$ cat config.mk
export PLATFORM = sky130hd
export DESIGN_NAME = dac_step_code
export DESIGN_NICKNAME = d
export VERILOG_FILES = /design/src/rtl/dac_code_pkg.sv /design/src/rtl/dac_limit_reg.sv /design/src/rtl/dac_clamp_calc.sv /design/src/rtl/dac_warn_flags.sv /design/src/rtl/dac_step_code.sv
export SDC_FILE = /design/constraint.sdc
export NUM_CORES = 1
export LEC_CHECK = 0
export BUFFER_PORTS_ARGS = -buffer_cell sky130_fd_sc_hd__buf_4
export CORE_UTILIZATION = 53
export CTS_CLUSTER_SIZE = 40
export DETAILED_ROUTE_END_ITERATION = 6
export GPL_ROUTABILITY_DRIVEN = 0
export HOLD_SLACK_MARGIN = 0.05
export PLACE_DENSITY = 0.81
export REMOVE_ABC_BUFFERS = 1
export SLEW_MARGIN = 20
export SYNTH_ARGS = -nofsm -noshare
export SYNTH_HDL_FRONTEND = slang
export SYNTH_SLANG_ARGS = --single-unit
$ cat constraint.sdc
create_clock -name clk -period 5.1 [get_ports clk]
set_input_delay 1.02 -clock clk [delete_from_list [all_inputs] [get_ports clk]]
set_output_delay 1.02 -clock clk [all_outputs]
set_load 0.1 [all_outputs]
$ cat src/rtl/dac_code_pkg.sv
package dac_code_pkg;

    typedef enum logic [1:0] {
        UPD_IDLE = 2'd0,
        UPD_LOAD = 2'd1,
        UPD_STEP = 2'd2
    } upd_kind_e;

    typedef struct packed {
        int   value;
        logic over;
        logic under;
    } clamp_res_t;

    // Saturate a raw candidate into [0, limit] and report which bound was hit.
    function automatic clamp_res_t clamp_to_range(int raw, int limit);
        clamp_res_t r;
        r.value = raw;
        r.over  = 1'b0;
        r.under = 1'b0;
        if (raw < 0) begin
            r.value = 0;
            r.under = 1'b1;
        end else if (raw > limit) begin
            r.value = limit;
            r.over  = 1'b1;
        end
        return r;
    endfunction

endpackage

$ cat src/rtl/dac_limit_reg.sv
module dac_limit_reg #(
    parameter int HI_W = 8
) (
    input  logic            clk,
    input  logic            rst,
    input  logic            max_we,
    input  logic [HI_W-1:0] max_data,
    output logic [HI_W-1:0] limit_q
);
    always_ff @(posedge clk) begin
        if (rst)
            limit_q <= '1;
        else if (max_we)
            limit_q <= max_data;
    end

    // the ceiling leaves reset at full scale
    p_limit_reset_r1: assert property (@(posedge clk)
        $fell(rst) |-> limit_q == '1);
endmodule

$ cat src/rtl/dac_clamp_calc.sv
module dac_clamp_calc
    import dac_code_pkg::*;
#(
    parameter int HI_W   = 8,
    parameter int STEP_W = 5
) (
    input  upd_kind_e         kind,
    input  logic [HI_W-1:0]   cur_hi,
    input  logic [HI_W-1:0]   limit,
    input  logic [HI_W-1:0]   set_data,
    input  logic [STEP_W-1:0] step,
    output logic [HI_W-1:0]   next_hi,
    output logic              ev_over,
    output logic              ev_under
);
    logic signed [STEP_W-1:0] step_s;
    int                       step_i;
    int                       raw;
    clamp_res_t               res;

    always_comb begin
        step_s = $signed(step);
        step_i = int'(step_s);
        case (kind)
            UPD_LOAD: raw = int'(set_data);
            UPD_STEP: raw = int'(cur_hi) + step_i;
            default:  raw = int'(cur_hi);
        endcase
        res      = clamp_to_range(raw, int'(limit));
        next_hi  = res.value[HI_W-1:0];
        ev_over  = (kind != UPD_IDLE) && res.over;
        ev_under = (kind != UPD_IDLE) && res.under;
    end
endmodule

$ cat src/rtl/dac_warn_flags.sv
module dac_warn_flags (
    input  logic clk,
    input  logic rst,
    input  logic clr,
    input  logic hit_over,
    input  logic hit_under,
    output logic over_q,
    output logic under_q
);
    always_ff @(posedge clk) begin
        if (rst || clr) begin
            over_q  <= 1'b0;
            under_q <= 1'b0;
        end else begin
            over_q  <= over_q  | hit_over;
            under_q <= under_q | hit_under;
        end
    end

    // flags persist until cleared
    p_over_sticky_r6: assert property (@(posedge clk) disable iff (rst)
        (over_q && !clr) |=> over_q);
    p_under_sticky_r6: assert property (@(posedge clk) disable iff (rst)
        (under_q && !clr) |=> under_q);
    // a clear beats an event arriving in the same cycle
    p_clear_wins_r7: assert property (@(posedge clk) disable iff (rst)
        clr |=> (!over_q && !under_q));
endmodule

$ cat src/rtl/dac_step_code.sv
module dac_step_code
    import dac_code_pkg::*;
#(
    parameter int CODE_W = 9,
    parameter int STEP_W = 5,
    parameter int RST_HI = 4
) (
    input  logic              clk,
    input  logic              rst,
    input  logic              set_we,
    input  logic [CODE_W-2:0] set_data,
    input  logic              max_we,
    input  logic [CODE_W-2:0] max_data,
    input  logic              inc_we,
    input  logic [STEP_W-1:0] inc_step,
    input  logic              inc_lsb,
    input  logic              flag_clr,
    output logic [CODE_W-1:0] code,
    output logic              ovf_flag,
    output logic              unf_flag
);
    localparam int HI_W = CODE_W - 1;

    upd_kind_e       kind;
    logic [HI_W-1:0] hi_q;
    logic            lsb_q;
    logic [HI_W-1:0] limit_q;
    logic [HI_W-1:0] next_hi;
    logic            ev_over;
    logic            ev_under;

    // A load outranks a step for the upper bits
    always_comb begin
        if (set_we)      kind = UPD_LOAD;
        else if (inc_we) kind = UPD_STEP;
        else             kind = UPD_IDLE;
    end

    dac_limit_reg #(.HI_W(HI_W)) u_limit (
        .clk      (clk),
        .rst      (rst),
        .max_we   (max_we),
        .max_data (max_data),
        .limit_q  (limit_q)
    );

    dac_clamp_calc #(.HI_W(HI_W), .STEP_W(STEP_W)) u_calc (
        .kind     (kind),
        .cur_hi   (hi_q),
        .limit    (limit_q),
        .set_data (set_data),
        .step     (inc_step),
        .next_hi  (next_hi),
        .ev_over  (ev_over),
        .ev_under (ev_under)
    );

    dac_warn_flags u_flags (
        .clk       (clk),
        .rst       (rst),
        .clr       (flag_clr),
        .hit_over  (ev_over),
        .hit_under (ev_under),
        .over_q    (ovf_flag),
        .under_q   (unf_flag)
    );

    always_ff @(posedge clk) begin
        if (rst) begin
            hi_q  <= HI_W'(RST_HI);
            lsb_q <= 1'b0;
        end else begin
            if (kind != UPD_IDLE) hi_q <= next_hi;
            if (inc_we)           lsb_q <= inc_lsb;
        end
    end

    assign code = {hi_q, lsb_q};

    // every update lands at or below the ceiling held beforehand
    p_no_overflow_r4: assert property (@(posedge clk) disable iff (rst)
        (set_we || inc_we) |=> code[CODE_W-1:1] <= $past(limit_q));
    // step writes carry code bit 0
    p_lsb_follows_r3: assert property (@(posedge clk) disable iff (rst)
        inc_we |=> code[0] == $past(inc_lsb));
    // an underflow warning appears together with a zeroed upper part
    p_underflow_zero_r5: assert property (@(posedge clk) disable iff (rst)
        $rose(unf_flag) |-> code[CODE_W-1:1] == '0);
    // idle cycles leave the code untouched
    p_hold_idle_r10: assert property (@(posedge clk) disable iff (rst)
        (!set_we && !inc_we) |=> $stable(code));
endmodule

== Word level (Yosys, flattened, before mapping) ==
Cells that the tools add are included.
Widths: inputs -> output; s select.

* Logic and storage cells: 23
* Input port bits: 28
* Output and inout bits: 11
* Register bits: 19

* Equality and inequality tests: 2
* Magnitude comparators: 2
* Bitwise gates (word level): 2
* $add $sub $neg: 1
* Mux-type cells: 7
* Reduce and logical (&&, ||, !) cells: 4

{| class="wikitable"
|+ Operator list
! cell !! number
|-
| $pmux 32 s2 || 1
|-
| $gt 32x9->1 || 1
|-
| $lt 32x1->1 const B || 1
|-
| $add 9x5->10 || 1
|-
| $mux 9 || 1
|-
| $mux 8 || 1
|-
| $mux 2 || 2
|-
| $eq 2x1->1 const B || 1
|-
| $eq 2x2->1 const B || 1
|-
| $logic_and 1x1->1 || 2
|-
| $mux 1 || 2
|-
| $or 1x1->1 || 2
|-
| $reduce_bool 2->1 || 1
|-
| $logic_or 1x1->1 || 1
|}

== Longest topological paths before layout ==
Gate-level depths: netlist of run 1.

* Depth in word-level cells: 9
* Mapped depth: 16

== Cells and area by module ==
From an unflattened synthesis of run 1, not the netlist that was laid out.

* Cells, all modules: 224
* Area total of the unflattened synthesis: 1783.0 µm²

{| class="wikitable"
|+ By module, submodules not included
! module !! seq. area each (µm²) !! area each (µm²) !! times used !! cells an instance
|-
| dac_clamp_calc || 0.0 || 1037.2 || 1 || 152
|-
| dac_step_code || 180.2 || 385.4 || 1 || 40
|-
| dac_limit_reg || 160.2 || 302.8 || 1 || 26
|-
| dac_warn_flags || 40.0 || 57.6 || 1 || 6
|}

== Least setup slack after synthesis of run 1 ==
OpenSTA, ideal clock, no wires.

* Kind: reg-to-reg
* From: register hi_q[0]
* To: register hi_q[3]
* Path slack: 1.007 ns
* Stages on the path, launching flop included: 17
* Clock period less this slack: 4.093 ns
* Path buffers: 1
* Data arrival time: 3.973 ns
* Cells stage by stage: dfxtp_1 > ha_1 > inv_1 > fa_1 > nand2b_1 > a211oi_2 > or3_1 > a31oi_1 > o21ai_0 > ha_1 > a21oi_1 > a21boi_0 > o32ai_1 > and3_1 > buf_6 > nor2_1 > a211o_1

* Longest elaborated chain between the ends: 5
* Elaborated cells on any way between the ends: 6
* Classes of those cells: add/sub (1); order compare (2); mux (3)

{| class="wikitable"
|+ RTL lines
! element !! RTL line !! text
|-
| start: declaration || dac_step_code.sv:25 || <nowiki>logic [HI_W-1:0] hi_q;</nowiki>
|-
| start signal: assignment || dac_step_code.sv:70 || <nowiki>hi_q <= HI_W'(RST_HI);</nowiki>
|-
| start signal: assignment || dac_step_code.sv:73 || <nowiki>if (kind != UPD_IDLE) hi_q <= next_hi;</nowiki>
|-
| $add 9x5->10 || dac_clamp_calc.sv:26 || <nowiki>UPD_STEP: raw = int'(cur_hi) + step_i;</nowiki>
|-
| $pmux 32 s2 (*) || dac_clamp_calc.sv:24 || <nowiki>case (kind)</nowiki>
|-
| $gt 32x9->1 || dac_code_pkg.sv:24 || <nowiki>end else if (raw > limit) begin</nowiki>
|-
| $mux 9 || dac_code_pkg.sv:24 ||
|-
| $mux 8 (*) || dac_code_pkg.sv:21 || <nowiki>if (raw < 0) begin</nowiki>
|}

Mark *: on every way between the ends. The rest lies on a longest branch, timed or not.
A chain may end at the register's enable or synchronous reset.

== Final worst setup path of run 1 ==
* From: input port inc_step[0]
* To: register hi_q[4]

* Longest elaborated chain between the ends: 5
* Elaborated cells on any way between the ends: 6
* Classes of those cells: add/sub (1); order compare (2); mux (3)

{| class="wikitable"
|+ RTL lines
! element !! RTL line !! text
|-
| start: declaration || dac_step_code.sv:15 || <nowiki>input logic [STEP_W-1:0] inc_step,</nowiki>
|-
| $add 9x5->10 (*) || dac_clamp_calc.sv:26 ||
|-
| $pmux 32 s2 (*) || dac_clamp_calc.sv:24 ||
|-
| $gt 32x9->1 || dac_code_pkg.sv:24 ||
|-
| $mux 9 || dac_code_pkg.sv:24 ||
|-
| $mux 8 (*) || dac_code_pkg.sv:21 ||
|}

Marks and branches as above.

==> summary.md, run 1 <==
| Metric | Value |
|---|---|
| Maximum buffer depth of the clock tree | 2 |
| Post-synthesis simple-gate area fraction | 24.15% |
| Beginning of the worst register-to-register path | hi_q[0] |
| I/O Buffers | 38 |
| Delay of the slowest cell on the worst path | 0.39 ns |
| Number of pins with negative max-slew slack in the final report | 0 |
| Number of ports placed on the die boundary | 39 |
| Antenna viol nets, final | 0 |
| Overall die area | 0.003204 mm^2 |
| First-pass GRT wire length | 6285 um |
| Worst-margin pin slew | 0.6684 ns |
| Post-layout minimum cycle time | 4.146 ns |
| Cell types with the largest area share after synthesis | dfxtp_1 (24%), ha_1 (13%), nor2_1 (5.5%), a21oi_1 (5.1%), nand2_1 (5.0%) |
| Cells traversed along the worst timing path | buf_4 -> ha_1 -> inv_1 -> fa_1 -> nand2b_1 -> a211oi_2 -> or3_1 -> a31oi_1 -> o21ai_0 -> ha_1 -> a21oi_1 -> a21boi_0 -> o32ai_1 -> and3_1 -> nor2_1 -> a211o_1 |
| Xor-xnor portion of the synthesized cell area | 1.663% |
| Register-to-Register Setup Slack | 1.32 ns |
| Cell area after synthesis | 0.001580 mm^2 |
| Areal power density over the cells | 348.3 mW/mm^2 |
| Category of the worst setup path capture point | register |
| Placement row count | 19 |
| Number of buffers created by CTS | 3 |
| Main combinational cell family by area after synthesis | simple AND/OR/NAND/NOR gates |
| Post-CTS sizing | 0 |
| Maximum number of pins on one net before global-route repair | 22 |
| Type of element launching the critical path | input port |
| Synth-to-Final Area Change | 19.32% |
| Vias in the first global route | 1412 |
| Buffers plus inverters on the worst setup path | 2 |
| Global route overflow | 0 |
| Total power consumption of the routed design | 656.8 uW |
| Later-pin clock latency in the skew report | 0.30 ns |
| Number of inserted filler cells in the final layout | 272 |
| Total of hold buffers inserted after clock tree synthesis | 0 |
| Synth Flop Type | dfxtp_1 |
| Status | finished, final reports clean |
| Ratio of cells with drive above 1 in the final layout | 20.00% |
| Cell at the root of the clock tree | clkbuf_4 |
| Number of endpoints with negative hold slack in the final report | 0 |
| Synth warn | 0 |
| Category of the most critical setup path | in2reg |
| Fraction of the yosys area taken by sequential cells | 24.07% |
| Worst setup path startpoint | inc_step[0] |
| Most common library cell in the layout ignoring fill and taps | buf_4 |
| Initial core utilization | 56.82% |
| Via total after detailed routing | 1562 |
| Crit path arrival time | 4.35 ns |
| Max-Slew Margin vs Limit | 55.28% |
| Antenna cell count | 0 |
| Cell at the slowest stage of the critical path | fa_1 |
| Detail-routed via count per cell | 5.764 |
| Wirelength per Cell | 13.53 um |
| Worst hold path type | reg2reg |
| Distinct cells, synth | 45 |
| Required arrival time at the worst endpoint | 5.30 ns |
| Level count of the clock H-tree | 1 |
| Final worst path period share | 81.30% |
| Fraction of the mapped netlist area in adder cells | 14.73% |
| Cell type with the highest aggregate area in the netlist | dfxtp_1 |
| Postcts setup bufs | 0 |
| GRT Total Usage | 24.30% |
| Cell with the most instances on the worst path | ha_1 |
| Setup-violating endpoint count in the final report | 0 |
| Horizontal die dimension | 56.61 um |
| Mean area per synthesized cell | 7.597 um^2 |
| TritonCTS clock tree | built |
| Die Y-Extent | 56.61 um |
| Remaining design rule violation count | 0 |
| Number of synthesized flops with an enable pin | 0 |
| Pre-antenna DRT Iters | 4 |
| RSZ-0062 raised after global routing | no |
| Synth async-reset ratio | 0% |
| Final net count | 287 |
| Share of the synthesized area in the top cell type | 24.07% |
| Static power due to leakage | 0.0009276 uW |
| Maximum fanout along the worst path | 8 |
| DRT Wirelength | 3666 um |
| Clock-pin transition on the worst setup and hold timing paths | 0.11 ns |
| Half-perimeter wire length of the detailed placement result | 2880 um |
| Max-cap violations | 0 |
| #FFs+latches synth | 19 |
| Floorplan core area | 0.002781 mm^2 |
| Most used cells in the layout excluding fill and tap cells | buf_4 (39), nor2_1 (23), nand2_1 (21) |
| CTS Sinks | 19 |
| Peak supply drop | 0.2564 mV |
| Multiplexer area fraction after synthesis | 4.671% |
| Final setup skew | 0.0009360 ns |
| Fraction of the mapped netlist area in compound gates | 23.52% |
| Starting DRC count in detailed routing | 42 |
| Worst Hold Launch | u_flags.under_q |
| Maximum clock frequency | 241.2 MHz |
| Setup TNS | 0 ns |
| Initial antenna violation count | 0 |
| Family of cells with the greatest summed delay on the critical path | compound AO/OA/AOI/OAI gates |
| Number of cells produced by synthesis | 208 |
## path summary, 6_finish.rpt
path,endpoint,cells after the start
worst min-delay path,u_flags.under_q,2
worst max-delay path,hi_q[4],16
worst max register to register,hi_q[4],15
worst min register to register,u_flags.under_q,2
## kinds of logic (layout without fill, tap and decap cells)
family / Yosys count / in the layout
adder cells (fa/ha/maj): 18 / 18
XOR/XNOR: 3 / 3
AND/OR/NAND/NOR: 79 / 79
flip-flops: 19 / 19
multiplexers: 7 / 7
AO/OA/AOI/OAI: 55 / 55
buffers and inverters: 27 / 59
## state kept, by name, summed over array words and instances (netlist names)
register         count
u_flags.over_q       1
lsb_q                1
u_limit.limit_q      8
hi_q                 8
u_flags.under_q      1
## layer usage
| metal | vias up | wire, um | share of wire (%) | GRT usage (%) |
|---|---|---|---|---|
| met3 | 4 | 188 | 5.1 | 1.613 |
| met1 | 694 | 1779 | 49 | 36.25 |
| li1 | 819 | - | - | - |
| met5 | - | 0 | 0 | 0 |
| met4 | 0 | 34 | 0.93 | 6.272 |
| met2 | 45 | 1664 | 45 | 37.82 |
## cell usage after synthesis, types with 2 or more instances
library cell	number
nor2_1	23
nor3b_1	4
nand3_1	10
nand4_1	8
o311ai_1	2
clkbuf_1	7
dfxtp_1	19
and3_1	2
mux2i_1	6
o211ai_1	8
o21ai_0	7
xnor2_1	3
o31ai_1	2
a21o_1	2
ha_1	17
a211oi_1	3
a21oi_1	16
inv_1	16
a211o_1	2
a31oi_1	3
nand2b_1	3
nor2b_1	2
nand2_1	21
## worst reg2reg max path: cells and delay by family, from the launching register on
family,cells,cell delay [ns]
AO/OA/AOI/OAI,7,1.50
adder cells (fa/ha/maj),3,0.92
flip-flops,1,0.40
AND/OR/NAND/NOR,4,0.82
buffers and inverters,1,0.06
## where the power goes
part | total, uW | internal, uW | switching (uW)
logic | 390 | 131 | 259
registers | 188 | 169 | 18.7
clock network | 79.1 | 29.3 | 49.8
## layout make-up
type                       count  area (um^2)  share of cell area [%]
multi-input combinational    162         1086                   57.60
clock inverter                 1        5.005                  0.2654
tap                           31        38.79                   2.057
sequential                    19        380.4                   20.17
inverter                      16        60.06                   3.185
clock buffer                   3        22.52                   1.194
timing repair buffer          39        292.8                   15.53
## through the flow
step                      hold slack, ns  instances  worst slack, ns  util, %  cell area [um^2]
after floorplan                   0.4516        197           0.9910        -              1526
after global placement            0.4403        267           0.7700    66.80              1858
after detailed placement          0.4458        267           0.6393    66.80              1858
after CTS                         0.4614        271           0.9708    67.79              1886
after global routing              0.4753        271           0.6553    67.79              1886
final                             0.4593        271           0.9536    67.79              1886
Note: power is estimated with default switching activity, not from simulation.
==> inputs of run 2 (changes only) <==
--- a/config.mk
+++ b/config.mk
@@ -6,12 +6,12 @@
 export NUM_CORES = 1
 export LEC_CHECK = 0
 export BUFFER_PORTS_ARGS = -buffer_cell sky130_fd_sc_hd__buf_4
-export CORE_UTILIZATION = 53
+export CORE_UTILIZATION = 48
 export CTS_CLUSTER_SIZE = 40
 export DETAILED_ROUTE_END_ITERATION = 6
 export GPL_ROUTABILITY_DRIVEN = 0
 export HOLD_SLACK_MARGIN = 0.05
-export PLACE_DENSITY = 0.81
+export PLACE_DENSITY = 0.78
 export REMOVE_ABC_BUFFERS = 1
 export SLEW_MARGIN = 20
 export SYNTH_ARGS = -nofsm -noshare
==> constraint.sdc (replaced) <==
create_clock -name clk -period 3.5 [get_ports clk]
set_input_delay 0.7 -clock clk [delete_from_list [all_inputs] [get_ports clk]]
set_output_delay 0.7 -clock clk [all_outputs]
set_load 0.1 [all_outputs]
==> summary.md, run 2 (synthesis gave the netlist of run 1 again) <==
| Metric | Value |
|---|---|
| Max-cap violations | 0 |
| Detail-routed via count per cell | 5.433 |
| Initial core utilization | 51.34% |
| Final net count | 308 |
| Static power due to leakage | 0.001049 uW |
| Number of endpoints with negative hold slack in the final report | 0 |
| Type of element launching the critical path | input port |
| Maximum clock frequency | 285.0 MHz |
| Antenna viol nets, final | 0 |
| Die Y-Extent | 59.38 um |
| Horizontal die dimension | 59.38 um |
| Worst-margin pin slew | 0.6527 ns |
| Worst hold path type | reg2reg |
| Synth-to-Final Area Change | 34.68% |
| TritonCTS clock tree | built |
| Overall die area | 0.003525 mm^2 |
| Vias in the first global route | 1425 |
| Ratio of cells with drive above 1 in the final layout | 30.27% |
| Placed Instances | 301 |
| Status | complete, but fails checks |
| Wirelength per Cell | 12.71 um |
| Maximum fanout along the worst path | 5 |
| Cell with the most instances on the worst path | buf_6 |
| Via total after detailed routing | 1657 |
| Final worst path period share | 100.2% |
| Placement row count | 20 |
| Max-Slew Margin vs Limit | 56.32% |
| First-pass GRT wire length | 6106 um |
| DRT Wirelength | 3877 um |
| Peak supply drop | 0.2594 mV |
| Initial antenna violation count | 0 |
| Final Worst Setup Slack | -0.008197 ns |
| Category of the most critical setup path | in2reg |
| GRT Total Usage | 22.55% |
| Starting DRC count in detailed routing | 73 |
| Number of ports placed on the die boundary | 39 |
| Level count of the clock H-tree | 1 |
| Most used cells in the layout excluding fill and tap cells | buf_4 (57), nor2_1 (22), nand2_1 (21) |
| Total power consumption of the routed design | 1066 uW |
| Later-pin clock latency in the skew report | 0.31 ns |
| I/O Buffers | 38 |
| Setup-violating endpoint count in the final report | 1 |
| Number of buffers created by CTS | 3 |
| Post-DP Area | 0.002032 mm^2 |
| Final setup skew | 0.003810 ns |
| Maximum number of pins on one net before global-route repair | 22 |
| Cell at the slowest stage of the critical path | fa_2 |
| Cell at the root of the clock tree | clkbuf_4 |
| Post-layout minimum cycle time | 3.508 ns |
| Crit path arrival time | 3.73 ns |
| Cells traversed along the worst timing path | buf_6 -> ha_4 -> inv_2 -> fa_2 -> nand2b_4 -> a211oi_4 -> o21ai_1 -> a31oi_1 -> o21ai_2 -> ha_1 -> a21oi_2 -> a21boi_1 -> o32ai_1 -> buf_4 -> and3_4 -> buf_6 -> nand3_1 -> o311ai_2 |
| Category of the worst setup path capture point | register |
| Global route overflow | 0 |
| Fin area | 0.002128 mm^2 |
| Most common library cell in the layout ignoring fill and taps | buf_4 |
| Floorplan core area | 0.003078 mm^2 |
| Number of cells in the finished layout apart from fillers | 305 |
| Remaining design rule violation count | 0 |
| Antenna cell count | 0 |
| Delay of the slowest cell on the worst path | 0.38 ns |
| Required arrival time at the worst endpoint | 3.72 ns |
| Areal power density over the cells | 500.7 mW/mm^2 |
| Number of inserted filler cells in the final layout | 287 |
| Pre-antenna DRT Iters | 4 |
| Failing checks | setup timing |
| Number of pins with negative max-slew slack in the final report | 0 |
| Maximum buffer depth of the clock tree | 2 |
| Half-perimeter wire length of the detailed placement result | 2927 um |
| Largest registers | hi_q x8, u_limit.limit_q x8 |
| CTS Sinks | 19 |
| Clock-pin transition on the worst setup and hold timing paths | 0.11 ns |
[run 2: cell type report]
cell class	instances	area (um^2)	share of cell area (%)
well taps	44	55.05	2.587
repair buffers	60	461.7	21.69
inverters	16	60.06	2.822
clock inverters	1	5.005	0.2352
multi-input cells	162	1144	53.73
flip-flops and latches	19	380.4	17.87
clock buffers	3	22.52	1.058
[run 2: critical path, delay by kind of cell]
| kind | cells | cell delay, ns |
|---|---|---|
| buf+inv | 4 | 0.39 |
| fa+ha+maj | 3 | 0.85 |
| simple gates | 3 | 0.49 |
| compound gates | 8 | 1.29 |
[run 2: repair_timing]
item,4_1_cts,5_1_grt
hold buffers,0,0
pin swaps,0,14
setup endpoints to repair,6,9
gates resized for setup,1,18
buffers inserted,0,0
[run 2: power by group]
part / switching, uW / internal, uW
sequential: 28.4 / 246
clock: 73.4 / 42.8
combinational: 407 / 268
total: 509 / 557
[run 2: path summary, 6_finish.rpt]
kind / start / endpoint / slack, ns / depth (start not counted)
hold / removal: u_flags.under_q / u_flags.under_q / 0.46 / 2
hold reg to reg: u_flags.under_q / u_flags.under_q / 0.46 / 2
setup reg to reg: hi_q[0] / hi_q[7] / 0.03 / 17
setup / recovery: inc_step[0] / hi_q[7] / -0.008 / 18
[run 2: layer usage]
layer	routed length [um]	vias to the layer above	track usage [%]	share of wire (%)
met5	0	-	0	0
met4	78	0	8.844	2.0
met3	116	7	0.6550	3.0
met2	1855	45	37.08	48
met1	1826	747	31.26	47
li1	-	858	-	-
[run 2: metrics by stage]
step / util (%) / TNS, ns / hold slack, ns / setup WS [ns]
5_1_grt: 69.15 / -0.7347 / 0.4999 / -0.1392
3_3_place_gp: 66.02 / -2.333 / 0.4429 / -0.3160
2_1_floorplan: - / -4.358 / 0.4516 / -0.6090
3_5_place_dp: 66.02 / -2.882 / 0.4533 / -0.3902
6_report: 69.15 / -0.008197 / 0.4615 / -0.008197
4_1_cts: 66.91 / 0 / 0.4704 / 0.003130
==> inputs of run 3 (changes only) <==
--- a/config.mk
+++ b/config.mk
@@ -6,12 +6,14 @@
 export NUM_CORES = 1
 export LEC_CHECK = 0
 export BUFFER_PORTS_ARGS = -buffer_cell sky130_fd_sc_hd__buf_4
-export CORE_UTILIZATION = 48
+export CELL_PAD_IN_SITES_DETAIL_PLACEMENT = 0
+export CELL_PAD_IN_SITES_GLOBAL_PLACEMENT = 1
+export CORE_UTILIZATION = 34
 export CTS_CLUSTER_SIZE = 40
 export DETAILED_ROUTE_END_ITERATION = 6
 export GPL_ROUTABILITY_DRIVEN = 0
 export HOLD_SLACK_MARGIN = 0.05
-export PLACE_DENSITY = 0.78
+export PLACE_DENSITY = 0.77
 export REMOVE_ABC_BUFFERS = 1
 export SLEW_MARGIN = 20
 export SYNTH_ARGS = -nofsm -noshare
==> summary.md, run 3 (synthesis gave the netlist of run 1 again) <==
| Metric | Value |
|---|---|
| Cell at the root of the clock tree | clkbuf_8 |
| Half-perimeter wire length of the detailed placement result | 3160 um |
| Die Y-Extent | 70.18 um |
| Most used cells in the layout excluding fill and tap cells | buf_4 (63), nor2_1 (21), nand2_1 (21) |
| Most common library cell in the layout ignoring fill and taps | buf_4 |
| Number of buffers created by CTS | 3 |
| Post-layout minimum cycle time | 3.349 ns |
| Worst setup path startpoint | inc_step[1] |
| Pre-antenna DRT Iters | 4 |
| Family of cells with the greatest summed delay on the critical path | compound AO/OA/AOI/OAI gates |
| Largest registers | hi_q x8, u_limit.limit_q x8 |
| Final Worst Setup Slack | 0.1508 ns |
| Worst hold path type | reg2reg |
| Final net count | 311 |
| Fin area | 0.002210 mm^2 |
| Static power due to leakage | 0.001065 uW |
| Cell at the slowest stage of the critical path | ha_1 |
| Status | finished, final reports clean |
| Number of ports placed on the die boundary | 39 |
| Category of the worst setup path capture point | register |
| Number of inserted filler cells in the final layout | 445 |
| Areal power density over the cells | 503.8 mW/mm^2 |
| Final setup skew | 0.005304 ns |
| Delay of the slowest cell on the worst path | 0.31 ns |
| Maximum clock frequency | 298.6 MHz |
| Clock-pin transition on the worst setup and hold timing paths | 0.07 ns |
| R2R depth | 16 |
| Peak supply drop | 0.1740 mV |
| TritonCTS clock tree | built |
| Global route overflow | 0 |
| Critical Path Sink | hi_q[4] |
| Horizontal die dimension | 70.18 um |
| RSZ-0062 raised after global routing | yes |
| Ratio of cells with drive above 1 in the final layout | 32.95% |
| Cells traversed along the worst timing path | buf_4 -> ha_1 -> a211oi_2 -> nor2_2 -> a31oi_1 -> xnor2_1 -> o221ai_2 -> ha_1 -> nand4_1 -> a21oi_1 -> o32ai_1 -> buf_4 -> and3_4 -> nor2_1 -> a211o_1 |
| Maximum buffer depth of the clock tree | 2 |
| Category of the most critical setup path | in2reg |
| Crit path arrival time | 3.50 ns |
| Placement row count | 24 |
| Floorplan core area | 0.004414 mm^2 |
| Maximum number of pins on one net before global-route repair | 22 |
| Buffers plus inverters on the worst setup path | 2 |
| Number of pins with negative max-slew slack in the final report | 0 |
| Antenna cell count | 0 |
| Total power consumption of the routed design | 1113 uW |
| Initial core utilization | 35.80% |
| Max-cap violations | 0 |
| Terminus of the critical flop-to-flop path | hi_q[4] |
| CTS Sinks | 19 |
| Overall die area | 0.004925 mm^2 |
| Antenna viol nets, final | 0 |
| Max-Slew Margin vs Limit | 74.91% |
| Beginning of the worst register-to-register path | hi_q[0] |
| First-pass GRT wire length | 7044 um |
| Synth-to-Final Area Change | 39.83% |
| Starting DRC count in detailed routing | 54 |
| Worst-margin pin slew | 0.3725 ns |
| Initial antenna violation count | 0 |
| Level count of the clock H-tree | 1 |
| Post-DP Area | 0.002049 mm^2 |
| Core Util, Final | 50.06% |
| GRT Total Usage | 17.44% |
| Required arrival time at the worst endpoint | 3.65 ns |
| Number of endpoints with negative hold slack in the final report | 0 |
| Later-pin clock latency in the skew report | 0.26 ns |
| Total of hold buffers inserted after clock tree synthesis | 0 |
| Setup-violating endpoint count in the final report | 0 |
| Maximum fanout along the worst path | 5 |
| Type of element launching the critical path | input port |
| I/O Buffers | 38 |
| Wirelength per Cell | 12.92 um |
| Via total after detailed routing | 1660 |
| Vias in the first global route | 1540 |
| Critical Path Stages | 15 |
| Register-to-Register Setup Slack | 0.31 ns |
| Worst-case setup slack after placement | -0.4372 ns |
| Detail-routed via count per cell | 5.253 |
| Remaining design rule violation count | 0 |
| DRT Wirelength | 4083 um |
| Worst Hold Launch | u_flags.under_q |
| Final worst path period share | 95.69% |
[run 3: cell count changes in the layout (fill, tap and decap cells not counted), moves of 2 or more]
| cell | previous run | this run |
|---|---|---|
| buf_4 | 57 | 63 |
| buf_6 | 3 | 0 |
| clkbuf_4 | 3 | 0 |
| clkbuf_8 | 0 | 3 |
| o21ai_0 | 5 | 2 |
| o21ai_1 | 2 | 5 |
| ha_1 | 16 | 14 |
| ha_4 | 1 | 3 |
[run 3: routing by layer]
metal	vias up	share of wire [%]	track usage, %	routed length (um)
li1	862	-	-	-
met5	-	0	0	0
met3	4	3.9	2.165	160
met2	37	45	28.74	1852
met1	757	50	24.18	2031
met4	0	0.96	4.000	39
[run 3: timing repair]
action                     CTS  global route
setup endpoints to repair    9             9
resized for setup           10            15
setup buffers                0             2
pin swaps                    7            11
[run 3: worst min-delay path, stage by stage (launching register included)]
cell and delay (ns):
dfxtp_1 0.31, inv_1 0.04, a211oi_1 0.05
[run 3: area by class of cell]
cell class                      instances  area, um^2  share of cell area, %
Tap cell                               52       65.06                  2.945
Timing Repair Buffer                   63       473.0                  21.40
Sequential cell                        19       380.4                  17.21
Multi-Input combinational cell        162        1186                  53.68
Inverter                               16       60.06                  2.718
Clock buffer                            4       45.04                  2.039
[run 3: worst min-delay path by stage]
stage	endpoint	slack, ns	depth (start not counted)
after floorplan	hi_q[6]	0.45	2
after global placement	u_flags.under_q	0.44	2
after detailed placement	u_flags.under_q	0.45	2
after CTS	u_flags.under_q	0.46	2
after global routing	u_flags.under_q	0.49	2
final	u_flags.under_q	0.45	2
[run 3: metrics by stage]
step	TNS (ns)	hold WS, ns	std cells
2_1_floorplan	-4.358	0.4516	197
3_3_place_gp	-2.796	0.4416	310
3_5_place_dp	-3.410	0.4466	310
4_1_cts	0	0.4566	314
5_1_grt	-0.09443	0.4881	316
6_report	0	0.4504	316
[run 3: where the power goes]
group | switching (uW) | internal, uW | total [uW]
sequential | 29.0 | 246 | 275
combinational | 413 | 270 | 683
clock | 73.7 | 80.9 | 155
total | 516 | 597 | 1110
